`src/rtl/rxw_pkg.sv`:
```
package rxw_pkg;

  typedef enum logic [2:0] {
    ST_OFF,
    ST_HUNT,
    ST_TRACK,
    ST_LOCK,
    ST_PULL
  } rx_state_e;

endpackage

```
`src/rtl/rxw_frame_window.sv`:
```
module rxw_frame_window #(
  parameter int DATA_W = 22,
  parameter int NBOUND = 2
) (
  input  logic              clk,
  input  logic              rst,
  input  logic              sdi,
  output logic [DATA_W-1:0] data_o,
  output logic              frame_ok,
  output logic              last_bit
);

  localparam int FRAME_W = 1 + DATA_W + NBOUND;

  // oldest bit sits at index 0 (lead position), newest at the top
  logic [FRAME_W-1:0] win;
  logic [NBOUND-1:0]  bnd_ok;

  always_ff @(posedge clk) begin
    if (rst) win <= '0;
    else     win <= {sdi, win[FRAME_W-1:1]};
  end

  for (genvar g = 0; g < NBOUND; g++) begin : g_bnd
    assign bnd_ok[g] = win[DATA_W+1+g] ^ win[DATA_W];
  end

  assign frame_ok = ~win[0] & (&bnd_ok);
  assign data_o   = win[DATA_W:1];
  assign last_bit = win[FRAME_W-1];

endmodule

```
`src/rtl/rxw_idle_timer.sv`:
```
module rxw_idle_timer #(
  parameter int IDLE_BITS = 8
) (
  input  logic clk,
  input  logic rst,
  input  logic active,
  input  logic line_bit,
  output logic idle_done
);

  localparam int CW = $clog2(IDLE_BITS + 1);

  logic [CW-1:0] run_q;

  assign idle_done = active & ~line_bit & (run_q == CW'(IDLE_BITS - 1));

  always_ff @(posedge clk) begin
    if (rst || !active)  run_q <= '0;
    else if (line_bit)   run_q <= '0;
    else if (!idle_done) run_q <= run_q + 1'b1;
  end

endmodule

```
`src/rtl/rxw_align_fsm.sv`:
```
module rxw_align_fsm
  import rxw_pkg::*;
#(
  parameter int FRAME_W     = 25,
  parameter int LOCK_FRAMES = 4
) (
  input  logic      clk,
  input  logic      rst,
  input  logic      pwrdn_n,
  input  logic      frame_ok,
  input  logic      idle_done,
  output rx_state_e state,
  output logic      word_take
);

  localparam int PH_W  = $clog2(FRAME_W);
  localparam int CNT_W = $clog2(LOCK_FRAMES + 1);

  rx_state_e        st_n;
  logic [PH_W-1:0]  phase, ph_n;
  logic [CNT_W-1:0] lock_cnt, cnt_n;
  logic             frame_end;

  assign frame_end = (phase == PH_W'(FRAME_W - 1));
  assign word_take = pwrdn_n & (state == ST_LOCK) & frame_end & frame_ok;

  always_comb begin
    st_n  = state;
    ph_n  = phase;
    cnt_n = lock_cnt;
    if (!pwrdn_n) begin
      st_n  = ST_OFF;
      ph_n  = '0;
      cnt_n = '0;
    end else begin
      case (state)
        ST_OFF: st_n = ST_HUNT;
        ST_HUNT: begin
          if (frame_ok) begin
            ph_n = '0;
            if (LOCK_FRAMES <= 1) begin
              st_n = ST_LOCK;
            end else begin
              st_n  = ST_TRACK;
              cnt_n = CNT_W'(1);
            end
          end
        end
        ST_TRACK: begin
          if (frame_end) begin
            ph_n = '0;
            if (frame_ok) begin
              cnt_n = lock_cnt + 1'b1;
              if (lock_cnt == CNT_W'(LOCK_FRAMES - 1)) st_n = ST_LOCK;
            end else begin
              st_n = ST_HUNT;
            end
          end else begin
            ph_n = phase + 1'b1;
          end
        end
        ST_LOCK: begin
          if (frame_end) begin
            ph_n = '0;
            if (!frame_ok) st_n = ST_PULL;
          end else begin
            ph_n = phase + 1'b1;
          end
        end
        ST_PULL: if (idle_done) st_n = ST_HUNT;
        default: st_n = ST_HUNT;
      endcase
    end
  end

  always_ff @(posedge clk) begin
    if (rst) begin
      state    <= ST_HUNT;
      phase    <= '0;
      lock_cnt <= '0;
    end else begin
      state    <= st_n;
      phase    <= ph_n;
      lock_cnt <= cnt_n;
    end
  end

endmodule

```
`src/rtl/serial_word_rx.sv`:
```
module serial_word_rx
  import rxw_pkg::*;
#(
  parameter int DATA_W      = 22,
  parameter int NBOUND      = 2,
  parameter int LOCK_FRAMES = 4,
  parameter int IDLE_BITS   = 8
) (
  input  logic              clk,
  input  logic              rst,
  input  logic              sdi,
  input  logic              pwrdn_n,
  output logic [DATA_W-1:0] dout,
  output logic              word_stb,
  output logic              locked,
  output logic              line_pullup
);

  localparam int FRAME_W = 1 + DATA_W + NBOUND;

  logic [DATA_W-1:0] win_data;
  logic              frame_ok;
  logic              last_bit;
  logic              idle_done;
  logic              word_take;
  rx_state_e         state;

  rxw_frame_window #(.DATA_W(DATA_W), .NBOUND(NBOUND)) u_win (
    .clk      (clk),
    .rst      (rst),
    .sdi      (sdi),
    .data_o   (win_data),
    .frame_ok (frame_ok),
    .last_bit (last_bit)
  );

  rxw_align_fsm #(.FRAME_W(FRAME_W), .LOCK_FRAMES(LOCK_FRAMES)) u_fsm (
    .clk       (clk),
    .rst       (rst),
    .pwrdn_n   (pwrdn_n),
    .frame_ok  (frame_ok),
    .idle_done (idle_done),
    .state     (state),
    .word_take (word_take)
  );

  rxw_idle_timer #(.IDLE_BITS(IDLE_BITS)) u_idle (
    .clk       (clk),
    .rst       (rst),
    .active    (state == ST_PULL),
    .line_bit  (last_bit),
    .idle_done (idle_done)
  );

  always_ff @(posedge clk) begin
    if (rst) begin
      dout     <= '0;
      word_stb <= 1'b0;
    end else begin
      word_stb <= word_take;
      if (word_take) dout <= win_data;
    end
  end

  assign locked      = (state == ST_LOCK);
  assign line_pullup = (state == ST_PULL);

endmodule

```
`config.mk`:
```
export PLATFORM = sky130hd
export DESIGN_NAME = serial_word_rx
export DESIGN_NICKNAME = d
export VERILOG_FILES = /design/src/rtl/rxw_pkg.sv /design/src/rtl/rxw_frame_window.sv /design/src/rtl/rxw_idle_timer.sv /design/src/rtl/rxw_align_fsm.sv /design/src/rtl/serial_word_rx.sv
export SDC_FILE = /design/constraint.sdc
export NUM_CORES = 1
export LEC_CHECK = 0
export ABC_AREA = 0
export CORE_MARGIN = 4
export CORE_UTILIZATION = 45
export CTS_CLUSTER_DIAMETER = 120
export CTS_CLUSTER_SIZE = 30
export DETAILED_ROUTE_END_ITERATION = 7
export PLACE_DENSITY = 0.64
export SYNTH_ARGS = -nofsm -noshare
export SYNTH_HDL_FRONTEND = slang
export SYNTH_SLANG_ARGS = --single-unit
```
`constraint.sdc`:
```
create_clock -name clk -period 1.98 [get_ports clk]
set_input_delay 0.297 -clock clk [delete_from_list [all_inputs] [get_ports clk]]
set_output_delay 0.297 -clock clk [all_outputs]
set_load 0.02 [all_outputs]
```
==> results.toml <==
[pwr]
vdd_ir_drop_max_mv = 0.470
p_int_uw = 1810
p_seq_share_pct = 55.5
leakagePower_uw = 0.00105
p_sw_uw = 497
power_frac_comb_pct = 2.3
swShare_pct = 21.6
power_density_nw_per_um2 = 788
clockPowerShare_pct = 42.2

[timing]
finalHoldViolations = 0
worstMarginPinSlew_ns = 0.480
fin_crit_ns = 1.82
min_period_over_period_pct = 92.1
maxSlewHeadroom_pct = 67.5
setup_ws_ns = 0.157
rsz0062_at_grt = "false"
slew_viol_final = 0
finalSetupViolations = 0
tns_ns = 0
max_freq_ghz = 0.549
finClkSkew_ns = 0.00566

[clocking]
cts_hold_buf = 0
cts_buffers = 9
cts.clk_slew.worst_paths_ns = 0.06
cts_root_buffer = "clkbuf_8"
cts_max_level = 3
clk_path_buf_depth = 2
cts_tree = "yes"
ctsResizeCount = 2
clkSinkCount = 63
clk_latency_ns = 0.33
cts_setup_buffers = 0

[setup_path]
critPathKind = "flip-flop to flip-flop"
r2r_slack_ns = 0.16
cp-start-kind = "flip-flop"
cp_max_fo = 23
critical_path.startpoint = "u_win.win[22]"
worstRegToRegCells = 5
r2r_start = "u_win.win[22]"
endpoint = "dout[17]"
regToRegEndpoint = "dout[17]"
critPathCaptureType = "flip-flop"
arrival_ns = 2.02
required_ns = 2.18

[route]
antenna_left = 0
dr.pass1.iters = 4
drc = 0
via_per_inst = 4.87
dr_total_vias = 1656
routed_wl_um = 4170
drtIter0Drc = 65
wl_per_cell_um = 12.3

[floorplanning]
rows = 26
dieArea_um2 = 6470
boundaryPins = 29
die_h_um = 80.4
core_um2 = 5110
die_w_um = 80.4
start_util_pct = 46.2

[synthesis]
synth_seq_cells = 63
synth_most_common_cell = "dfxtp_1"
synth_top_cell_area_share_pct = 53.4
yosysWarnings = 0
synth_edf_count = 0
yosysSeqAreaShare_pct = 53.4
netlist_instances = 229
yosys-top-cells-area = "dfxtp_1 53%, mux2i_1 10%, nor2b_1 7.2%"
syn_nets = 238
avgSynthCellArea_um2 = 10.3
postSynth.topFlopCell = "dfxtp_1"
yosys.area.top_type = "dfxtp_1"
synth_cell_type_count = 40
synth_common_cells = "63 x dfxtp_1, 31 x nor2_1, 27 x nor2b_1"
async_flop_share_pct = 0
synthesis.area_um2 = 2360

[grt]
grt_max_degree = 52
antenna_found_initial = 0
grt_pass1_vias = 1555
grtUsageTotal_pct = 14.7
grt_overflow = 0
grt_first_pass_wirelength_um = 7190

[min_path]
hold_class = "input port to flip-flop"

[finish]
area_delta_synth_final_pct = 23.8
stdcell_area_um2 = 2920
antenna_cells = 0
nets = 275
layout-drive-gt1-share_pct = 10.7
final_cell_count_no_fill = 340
final_core_util_pct = 57.3

[placement]
dp_slack_ns = 0.127
placed_cells = 325
port_buffers = 28
dpl_cell_area_um2 = 2750
gp_congestion = 0.813
dp_hpwl_um = 2620

[status]
status = "completed"

[flow_run]
max_cap_violations = 0
-- cells in the final DEF (no fill, tap or decap), types with 2 or more instances in the layout --
cell type         n
dfxtp_1          62
nor2_1           31
nor2b_1          27
clkdlybuf4s50_1  25
mux2i_1          24
clkbuf_8         11
a21oi_1           9
nand2_1           8
buf_4             8
nand2b_1          5
nand3_1           5
ha_1              5
inv_1             4
nor3_1            4
o31ai_1           3
nand4b_1          2
nor4bb_1          2
o21a_1            2
a211oi_1          2
o32ai_1           2
clkinv_2          2
-- flip-flops by register name, indices dropped and copies added, names as in the netlist --
| name | count |
|---|---|
| u_fsm.phase | 5 |
| dout | 22 |
| u_fsm.lock_cnt | 3 |
| u_idle.run_q | 4 |
| u_win.win | 25 |
| u_fsm.state | 3 |
| word_stb | 1 |
-- final cells by class --
| class | count | area (um^2) |
|---|---|---|
| clock buffer | 12 | 155 |
| timing repair buffer | 37 | 357 |
| multi-input combinational | 151 | 1030 |
| inverter | 4 | 15.0 |
| sequential | 63 | 1260 |
| clock inverter | 3 | 18.8 |
| fill | 472 | 2180 |
| tap | 70 | 87.6 |
-- power groups by stage --
stage | Sequential (uW) | Combinational [uW] | Clock (uW)
floorplan | 1310 | 34.4 | 0
global placement | 1310 | 53.4 | 0
detailed placement | 1310 | 53.3 | 0
CTS | 1280 | 53.5 | 1010
global route | 1280 | 58.6 | 1080
finish | 1280 | 52.8 | 972
-- through the flow --
step                hold WS, ns  power (uW)
floorplan                 0.425        1340
global placement          0.446        1360
detailed placement        0.450        1360
CTS                       0.391        2340
global route              0.428        2420
finish                    0.402        2300
-- worst max-delay path, cell delays in order (launching register included) --
cell	delay, ns
dfxtp_1	0.40
or4b_4	0.53
a211oi_4	0.26
buf_12	0.24
mux2i_1	0.21
nor2_1	0.05
-- per-layer routing --
metal | share of wire [%] | vias up | wire [um] | track usage (%)
li1 | - | 854 | - | -
met1 | 49 | 763 | 2040 | 18.8
met2 | 45 | 35 | 1860 | 20.6
met3 | 5.7 | 4 | 239 | 8.07
met4 | 0.82 | 0 | 34 | 5.57
met5 | 0 | - | 0 | 0
-- cell families after synthesis --
group	Yosys count	synth area share, %
AND/OR/NAND/NOR	92	21.2
XOR/XNOR	1	0.371
flip-flops	63	53.4
adder cells (fa/ha/maj)	5	2.65
multiplexers	25	10.7
buffers and inverters	15	3.02
AO/OA/AOI/OAI	28	8.69
-- how the worst min path moves through the flow --
stage          slack [ns]             end  cells after the start          from
2_1_floorplan        0.43   u_win.win[24]                      1           sdi
6_report             0.40  u_fsm.phase[0]                      4           rst
4_1_cts              0.39  u_fsm.phase[0]                      4           rst
5_1_grt              0.43  u_fsm.phase[0]                      4           rst
3_5_place_dp         0.45    u_win.win[2]                      1  u_win.win[3]
3_3_place_gp         0.45    u_win.win[6]                      1  u_win.win[7]
Power figures use the tool's default switching activity.
